$ cat config.mk
export PLATFORM = sky130hd
export DESIGN_NAME = xy_pixel_addr_gen
export DESIGN_NICKNAME = d
export VERILOG_FILES = /design/src/rtl/pixaddr_pkg.sv /design/src/rtl/pixaddr_axis.sv /design/src/rtl/pixaddr_stepcnt.sv /design/src/rtl/pixaddr_readmux.sv /design/src/rtl/xy_pixel_addr_gen.sv
export SDC_FILE = /design/constraint.sdc
export NUM_CORES = 1
export LEC_CHECK = 0
export BUFFER_PORTS_ARGS = -buffer_cell sky130_fd_sc_hd__buf_2
export CORE_MARGIN = 1
export CORE_UTILIZATION = 58
export CTS_CLUSTER_SIZE = 40
export DETAILED_ROUTE_END_ITERATION = 8
export GPL_ROUTABILITY_DRIVEN = 1
export HOLD_SLACK_MARGIN = 0.1
export PLACE_DENSITY = 0.89
export SETUP_SLACK_MARGIN = 0.4
export SLEW_MARGIN = 25
export SYNTH_ARGS = -nofsm -noshare
export SYNTH_HDL_FRONTEND = slang
export SYNTH_SLANG_ARGS = --single-unit
$ cat constraint.sdc
create_clock -name clk -period 5.48 [get_ports clk]
set_input_delay 1.096 -clock clk [delete_from_list [all_inputs] [get_ports clk]]
set_output_delay 1.096 -clock clk [all_outputs]
set_load 0.02 [all_outputs]
$ cat src/rtl/pixaddr_pkg.sv
package pixaddr_pkg;
    typedef enum logic [1:0] {
        OP_HOLD  = 2'd0,
        OP_INC   = 2'd1,
        OP_DEC   = 2'd2,
        OP_HOLDX = 2'd3
    } step_op_e;

    localparam int NUM_AXES = 4;
    localparam logic [2:0] SEL_SRC_X = 3'd0;
    localparam logic [2:0] SEL_SRC_Y = 3'd1;
    localparam logic [2:0] SEL_DST_X = 3'd2;
    localparam logic [2:0] SEL_DST_Y = 3'd3;
    localparam logic [2:0] SEL_COUNT = 3'd4;
endpackage

$ cat src/rtl/pixaddr_axis.sv
module pixaddr_axis #(
    parameter int COORD_W = 11
) (
    input  logic                  clk,
    input  logic                  rst_n,
    input  logic                  ld,
    input  logic [COORD_W-1:0]    ld_val,
    input  logic                  adv,
    input  pixaddr_pkg::step_op_e op,
    output logic [COORD_W-1:0]    coord
);
    import pixaddr_pkg::*;

    typedef struct packed {
        logic [COORD_W-1:0] coord;
    } axis_st_t;

    axis_st_t st_d, st_q;

    always_comb begin
        st_d = st_q;
        if (ld) begin
            st_d.coord = ld_val;
        end else if (adv) begin
            case (op)
                OP_INC:  st_d.coord = st_q.coord + 1'b1;
                OP_DEC:  st_d.coord = st_q.coord - 1'b1;
                default: st_d.coord = st_q.coord;
            endcase
        end
    end

    always_ff @(posedge clk) begin
        if (!rst_n) st_q <= '0;
        else        st_q <= st_d;
    end

    assign coord = st_q.coord;


    axis_inc_chk: assert property (@(posedge clk) disable iff (!rst_n)
        ($past(rst_n) && $past(adv && !ld && op == OP_INC))
            |-> coord == COORD_W'($past(coord) + 1'b1));


    axis_dec_chk: assert property (@(posedge clk) disable iff (!rst_n)
        ($past(rst_n) && $past(adv && !ld && op == OP_DEC))
            |-> coord == COORD_W'($past(coord) - 1'b1));


    axis_hold_chk: assert property (@(posedge clk) disable iff (!rst_n)
        ($past(rst_n) && $past(!ld && (op == OP_HOLD || op == OP_HOLDX)))
            |-> $stable(coord));
endmodule

$ cat src/rtl/pixaddr_stepcnt.sv
module pixaddr_stepcnt #(
    parameter int CNT_W = 16
) (
    input  logic             clk,
    input  logic             rst_n,
    input  logic             ld,
    input  logic [CNT_W-1:0] ld_val,
    input  logic             go,
    output logic             adv,
    output logic             done,
    output logic [CNT_W-1:0] cnt
);
    typedef struct packed {
        logic [CNT_W-1:0] cnt;
    } cnt_st_t;

    cnt_st_t st_d, st_q;

    assign done = (st_q.cnt == '0);
    assign adv  = go && !done;

    always_comb begin
        st_d = st_q;
        if (ld)       st_d.cnt = ld_val;
        else if (adv) st_d.cnt = st_q.cnt - 1'b1;
    end

    always_ff @(posedge clk) begin
        if (!rst_n) st_q <= '0;
        else        st_q <= st_d;
    end

    assign cnt = st_q.cnt;


    cnt_dec_chk: assert property (@(posedge clk) disable iff (!rst_n)
        ($past(rst_n) && $past(go && !done && !ld))
            |-> cnt == CNT_W'($past(cnt) - 1'b1));


    done_sticky_chk: assert property (@(posedge clk) disable iff (!rst_n)
        (done && !ld) |=> done);
endmodule

$ cat src/rtl/pixaddr_readmux.sv
module pixaddr_readmux #(
    parameter int COORD_W = 11,
    parameter int CNT_W   = 16,
    parameter int BUS_W   = 16
) (
    input  logic [pixaddr_pkg::NUM_AXES-1:0][COORD_W-1:0] coords,
    input  logic [CNT_W-1:0]                              cnt,
    input  logic                                          oe,
    input  logic [2:0]                                    sel,
    output logic [BUS_W-1:0]                              bus
);
    import pixaddr_pkg::*;

    always_comb begin
        bus = '0;
        if (oe) begin
            case (sel)
                SEL_SRC_X: bus = BUS_W'(coords[0]);
                SEL_SRC_Y: bus = BUS_W'(coords[1]);
                SEL_DST_X: bus = BUS_W'(coords[2]);
                SEL_DST_Y: bus = BUS_W'(coords[3]);
                SEL_COUNT: bus = BUS_W'(cnt);
                default:   bus = '0;
            endcase
        end
    end
endmodule

$ cat src/rtl/xy_pixel_addr_gen.sv
module xy_pixel_addr_gen #(
    parameter int COORD_W = 11,
    parameter int CNT_W   = 16,
    parameter int BUS_W   = 16
) (
    input  logic                 clk,
    input  logic                 rst_n,
    input  logic                 ld_en,
    input  logic [2:0]           ld_sel,
    input  logic [BUS_W-1:0]     bus_in,
    input  logic                 go,
    input  logic [7:0]           axis_op,
    input  logic                 rd_oe,
    input  logic [2:0]           rd_sel,
    output logic [BUS_W-1:0]     bus_out,
    output logic [2*COORD_W-1:0] src_addr,
    output logic [2*COORD_W-1:0] dst_addr,
    output logic                 done
);
    import pixaddr_pkg::*;

    localparam int ADDR_W = 2 * COORD_W;

    logic [NUM_AXES-1:0][COORD_W-1:0] coords;
    logic [CNT_W-1:0]                 cnt;
    logic                             adv;
    logic                             cnt_ld;

    assign cnt_ld = ld_en && (ld_sel == SEL_COUNT);

    pixaddr_stepcnt #(.CNT_W(CNT_W)) u_cnt (
        .clk    (clk),
        .rst_n  (rst_n),
        .ld     (cnt_ld),
        .ld_val (bus_in[CNT_W-1:0]),
        .go     (go),
        .adv    (adv),
        .done   (done),
        .cnt    (cnt)
    );

    for (genvar i = 0; i < NUM_AXES; i++) begin : g_axis
        pixaddr_axis #(.COORD_W(COORD_W)) u_axis (
            .clk    (clk),
            .rst_n  (rst_n),
            .ld     (ld_en && (ld_sel == 3'(i))),
            .ld_val (bus_in[COORD_W-1:0]),
            .adv    (adv),
            .op     (step_op_e'(axis_op[2*i +: 2])),
            .coord  (coords[i])
        );
    end

    pixaddr_readmux #(.COORD_W(COORD_W), .CNT_W(CNT_W), .BUS_W(BUS_W)) u_rd (
        .coords (coords),
        .cnt    (cnt),
        .oe     (rd_oe),
        .sel    (rd_sel),
        .bus    (bus_out)
    );

    assign src_addr = ADDR_W'({coords[1], coords[0]});
    assign dst_addr = ADDR_W'({coords[3], coords[2]});


    done_freeze_chk: assert property (@(posedge clk) disable iff (!rst_n)
        (done && go && !ld_en) |=> ($stable(src_addr) && $stable(dst_addr)));
endmodule

# Yosys cells after proc, flatten, opt, wreduce, memory -nomap -nowiden
# Cells that the tools add are included.
# totals
input_bits	35
output_inout_bits	61
ff_bits	60
# op_classes
n_reduce_logical	23
muxes	16
eq_ne	16
n_addsub	9
# op_table
operator	n
2-to-1 mux 11 bit	8
case mux 11 bit (2 select lines)	4
case mux 16 bit (5 select lines)	1
2-to-1 mux 16 bit	3
adder 11 x 1 -> 11 bit (second input constant)	4
subtractor 11 x 1 -> 11 bit (second input constant)	4
logical NOT 16 bit	1
subtractor 16 x 1 -> 16 bit (second input constant)	1
== test 3 x 2 -> 1 bit (second input constant)	4
nonzero test 3 bit	4
nonzero test 2 bit	5
== test 2 x 1 -> 1 bit (second input constant)	4
== test 2 bit (second input constant)	4
AND reduction 2 bit	4
== test 3 x 1 -> 1 bit (second input constant)	2
== test 3 bit (second input constant)	2
logical AND 1 bit	6
logical NOT 3 bit	2
logical NOT 1 bit	1

# Longest topological paths before layout
# logic_depth
depth_word	5
mapped_depth	15

# Hierarchy
# Synthesis repeated with hierarchy kept, for this count alone.
# hier_totals
hier_cells	676
hier_area_um2	5247.5
# modules_own_cells
mod	n_inst	area_per_inst_um2	cells_per_inst
pixaddr_axis	4	858.3	110
pixaddr_stepcnt	1	1072.3	133
pixaddr_readmux	1	678.2	98
xy_pixel_addr_gen	1	63.8	5

# Worst setup path after synthesis
# OpenSTA, ideal clock, no wires.
# synth_path
path_kind	input -> register
from	in axis_op[6]
to	reg g_axis[3].u_axis.st_q (netlist bit g_axis[3].u_axis.coord[10])
stages	15
setup_slack_ps	1343
setup_ps	133
t_arrival_ps	4005
required_ps	5347
cell_sequence	inv_1 > ha_1 > buf_2 > buf_1 > buf_1 > xor2_1 > ha_1 > or3_1 > a21oi_1 > nor4_1 > or3_1 > a32o_1 > o21ai_1 > xor2_1 > a21oi_1
# synth_between
elab_chain_cells	4
elab_cells_between_ends	7
classes_between	2 x eq/ne; 3 x mux; 2 x reduce/logical
# synth_lines
element	line	source
from (decl)	xy_pixel_addr_gen.sv:12	input logic [7:0] axis_op,
== test 2 bit / == test 2 x 1 -> 1 bit (equally long branches)	pixaddr_axis.sv:25	case (op)
case mux 11 bit (2 select lines)	pixaddr_axis.sv:25	
2-to-1 mux 11 bit	pixaddr_axis.sv:24	end else if (adv) begin
2-to-1 mux 11 bit	pixaddr_axis.sv:22	if (ld) begin
to (signal assigned)	pixaddr_axis.sv:35	else st_q <= st_d;
to (decl)	pixaddr_axis.sv:18	axis_st_t st_d, st_q;
# Parallel ways exist; a longest one is shown, timed or not. The select of a mux whose other input is x is not followed.
# A chain may end at the register's enable or synchronous reset.

# Worst setup path after layout
# layout_path
from	in rd_sel[1]
to	out bus_out[6]
# layout_between
elab_chain_cells	3
elab_cells_between_ends	7
classes_between	4 x eq/ne; 2 x mux; 1 x reduce/logical
# layout_lines
element	line	source
from (decl)	xy_pixel_addr_gen.sv:14	input logic [2:0] rd_sel,
== test 3 bit (tied with other cells)	pixaddr_readmux.sv:17	case (sel)
case mux 16 bit (5 select lines) *	pixaddr_readmux.sv:17	
2-to-1 mux 16 bit *	pixaddr_readmux.sv:16	if (oe) begin
to (decl)	xy_pixel_addr_gen.sv:15	output logic [BUS_W-1:0] bus_out,
# Mark *: on every way between the ends. The rest lies on a longest branch, timed or not.

==> metrics.txt <==
hold-fix buffer count after cts=0; worst slew pin tran=between 0.9 and 1 ns; setup TNS=0 ns; Worst Hold Path Cells=2; fin crit share=0.675; CTS Buffer Depth=2; Period minus WS final=3.70 ns; Worst Skew=approximately 0.0094 ns; diode count=0; max-cap violations=0; post-synthesis cell area=between 5000 and 6000 sq um; grt ovf=0; global-route wire length before repair=roughly 26,000 microns; Area after DPL=about 5700 sq um; Synth Area per Inst=7.17 sq um; Synth area leader=dfxtp_1; H-tree depth=3; PwrDens=between 300 and 400 nW/um^2; Compound-Gate Fraction of Synth Area=0.259; multiplexer area fraction after synthesis=0.0373; clk root buf=clkbuf_8; Synth top area share=0.222; critical-path maximum fanout=15; leading post-synthesis cells by cell area=dfxtp_1 (22%), xor2_1 (8.3%), nor2_1 (6.3%); # IOs=96; Die Ht=between 90 and 100 microns; Net Count, Synth=about 800; top-count cell post-synth=nor2_1; Synth top cells by count=nor2_1 (91), nand2_1 (72), a21oi_1 (64); main flop type after synthesis=dfxtp_1; cell area after layout=between 5000 and 6000 sq um; area grow syn2layout=10.8%; critical path's slowest cell=nor3b_2; Post-Synth XOR/XNOR Area=0.123; CTS tree=built; largest net degree at the start of global routing=46; Setup-failing EPs final=0; crit path DAT=around 2.6 ns; sequential fraction of the synthesis area=0.222; Power Total=between 2 and 2.5 mW; Clock Pin Slew Worst Setup and Hold Paths=0.08 ns; Syn. warnings=0; Initial Utilization=0.608; Iteration-0 DRC Markers=601; status=complete, but fails checks; Total GRT Usage=0.337; most frequent CP cell=buf_2; via/cell ratio=6.46; failing checks=DRC; Slew HR=0.355; VDD IR-drop max=around 330 uV; # clock sinks=60; DRC=4; antenna violations before repair=1; Fin. Hold Viols=0; Fmax=270 MHz; CP top delay family=simple AND/OR/NAND/NOR gates; largest family of logic cells by synthesized area=simple AND/OR/NAND/NOR gates; Slew Viols, Final=0; EDFF count, synth=0; fill cell count=between 700 and 800; post_cts resized=0; post-detail-place hpwl=around 11,000 microns; post-synthesis adder-cell area fraction=0.0324; Crit path buffers/inverters=2; fraction of registers with async set/reset=0; unrepaired setup endpoints after global routing=no; CP Launch Type=input port; via count=between 5,000 and 6,000; Hold Crit Class=flip-flop to flip-flop; Seq cells post-synth=60; critical path's largest stage delay=roughly 0.60 ns; Post-Synth Simple-Gate Area=0.261; worst path cell trace=buf_2 > nor3b_2 > a22oi_1 > a21oi_1 > buf_2; first drt pass iteration count=9; antenna viol nets, final=0; P_leak=2.47 nW; Post CTS Setup Buffer Count=0; vias in the first global route=roughly 5,200; Worst Reg-to-Reg Cells=10; share of cells above drive strength 1=0.168; Final #Nets=842; TritonCTS buffer count=9; Post-Synthesis Cells=754; routability cong.=0.950; Crit. End Element=output port; Rows=34; Levels on crit path=5; DIE AREA=9710 sq um; Worst-Skew Late Latency=between 0.3 and 0.4 ns; port bufs=between 90 and 100; critical path required time=4.38 ns; Die X=around 99 microns; post-DR wirelength/cell=around 18 microns; Core ar.=8890 sq um; critical path class=input port to output port; Yosys cell types=66; Post-Route WL=16,300 microns
## layout by cell type, fill, tap and decap left out, types with 9 or more instances in the layout
master and instances:
a211oi_1 37, a21oi_1 64, a22oi_1 13, buf_2 95, clkbuf_8 10, dfxtp_1 60
ha_1 14, inv_1 10, mux2i_1 19, nand2_1 72, nand2b_1 10, nand3_1 12
nor2_1 91, nor2b_1 11, nor3_1 14, nor3b_1 9, nor4_1 9, o21ai_0 52
xnor2_1 25, xor2_1 51
## registers in the layout, indices dropped and copies added, names as in the netlist
register,cells
u_cnt.cnt,16
g_axis.u_axis.coord,44
## area by class of cell
cell class | instances | area [sq um] | share of cell area
Multi-Input combinational cell | 611 | 3860 | 0.645
Sequential cell | 60 | 1200 | 0.201
Timing Repair Buffer | 100 | 513 | 0.0857
Clock buffer | 10 | 138 | 0.0230
Tap cell | 108 | 135 | 0.0226
Clock inverter | 6 | 95.1 | 0.0159
Inverter | 11 | 41.3 | 0.00690
## per-layer routing
layer	track usage	vias up	part of all wire
li1	-	2767	-
met1	0.437	2768	0.42
met2	0.555	267	0.47
met3	0.0482	51	0.070
met4	0.156	0	0.039
met5	0	-	0
## report_power, final
| part | internal [mW] | total (mW) | switching (mW) | leakage [nW] |
|---|---|---|---|---|
| combinational | 0.366 | 0.861 | 0.495 | 1.86 |
| clock | 0.273 | 0.469 | 0.196 | 0.117 |
| sequential | 0.536 | 0.737 | 0.201 | 0.492 |
## stage by stage
| stage | std cells | utilization | setup slack [ns] | hold slack (ns) |
|---|---|---|---|---|
| 6_report | 906 | 0.673 | 1.78 | 0.560 |
| 4_1_cts | 906 | 0.672 | 1.47 | 0.558 |
| 3_3_place_gp | 890 | 0.646 | 1.61 | 0.525 |
| 5_1_grt | 906 | 0.673 | 1.46 | 0.587 |
| 2_1_floorplan | 754 | - | 1.34 | 0.497 |
| 3_5_place_dp | 890 | 0.646 | 1.44 | 0.540 |
## worst paths after layout
path                                                              from                                 endpoint  slack (ns)
worst min-delay path                        u_cnt.cnt[15]$_SDFFE_PN0P_               u_cnt.cnt[15]$_SDFFE_PN0P_        0.56
worst max register to register  g_axis[1].u_axis.coord[1]$_SDFFE_PN0P_  g_axis[1].u_axis.coord[10]$_SDFFE_PN0P_        2.61
worst max-delay path                                         rd_sel[1]                               bus_out[6]        1.78
worst min register to register              u_cnt.cnt[15]$_SDFFE_PN0P_               u_cnt.cnt[15]$_SDFFE_PN0P_        0.56
## logic make-up (layout without fill, tap and decap cells)
logic type	Yosys count	after routing
and+or+nand+nor	280	280
AOI/OAI and AO/OA	221	221
buffers and inverters	83	127
xor gates and xnor gates	76	76
DFF	60	60
muxes	20	20
adders and majority gates	14	14
## worst reg2reg max path, stage by stage, from the launching register on
cell and delay (ns):
dfxtp_1 0.56, xor2_1 0.13, ha_1 0.21, or3_1 0.30, a21oi_1 0.35, nor3_1 0.15
nor3_2 0.27, mux2i_1 0.20, o21ai_0 0.14, xor2_1 0.21, a211oi_1 0.24
Power figures use the tool's default switching activity.
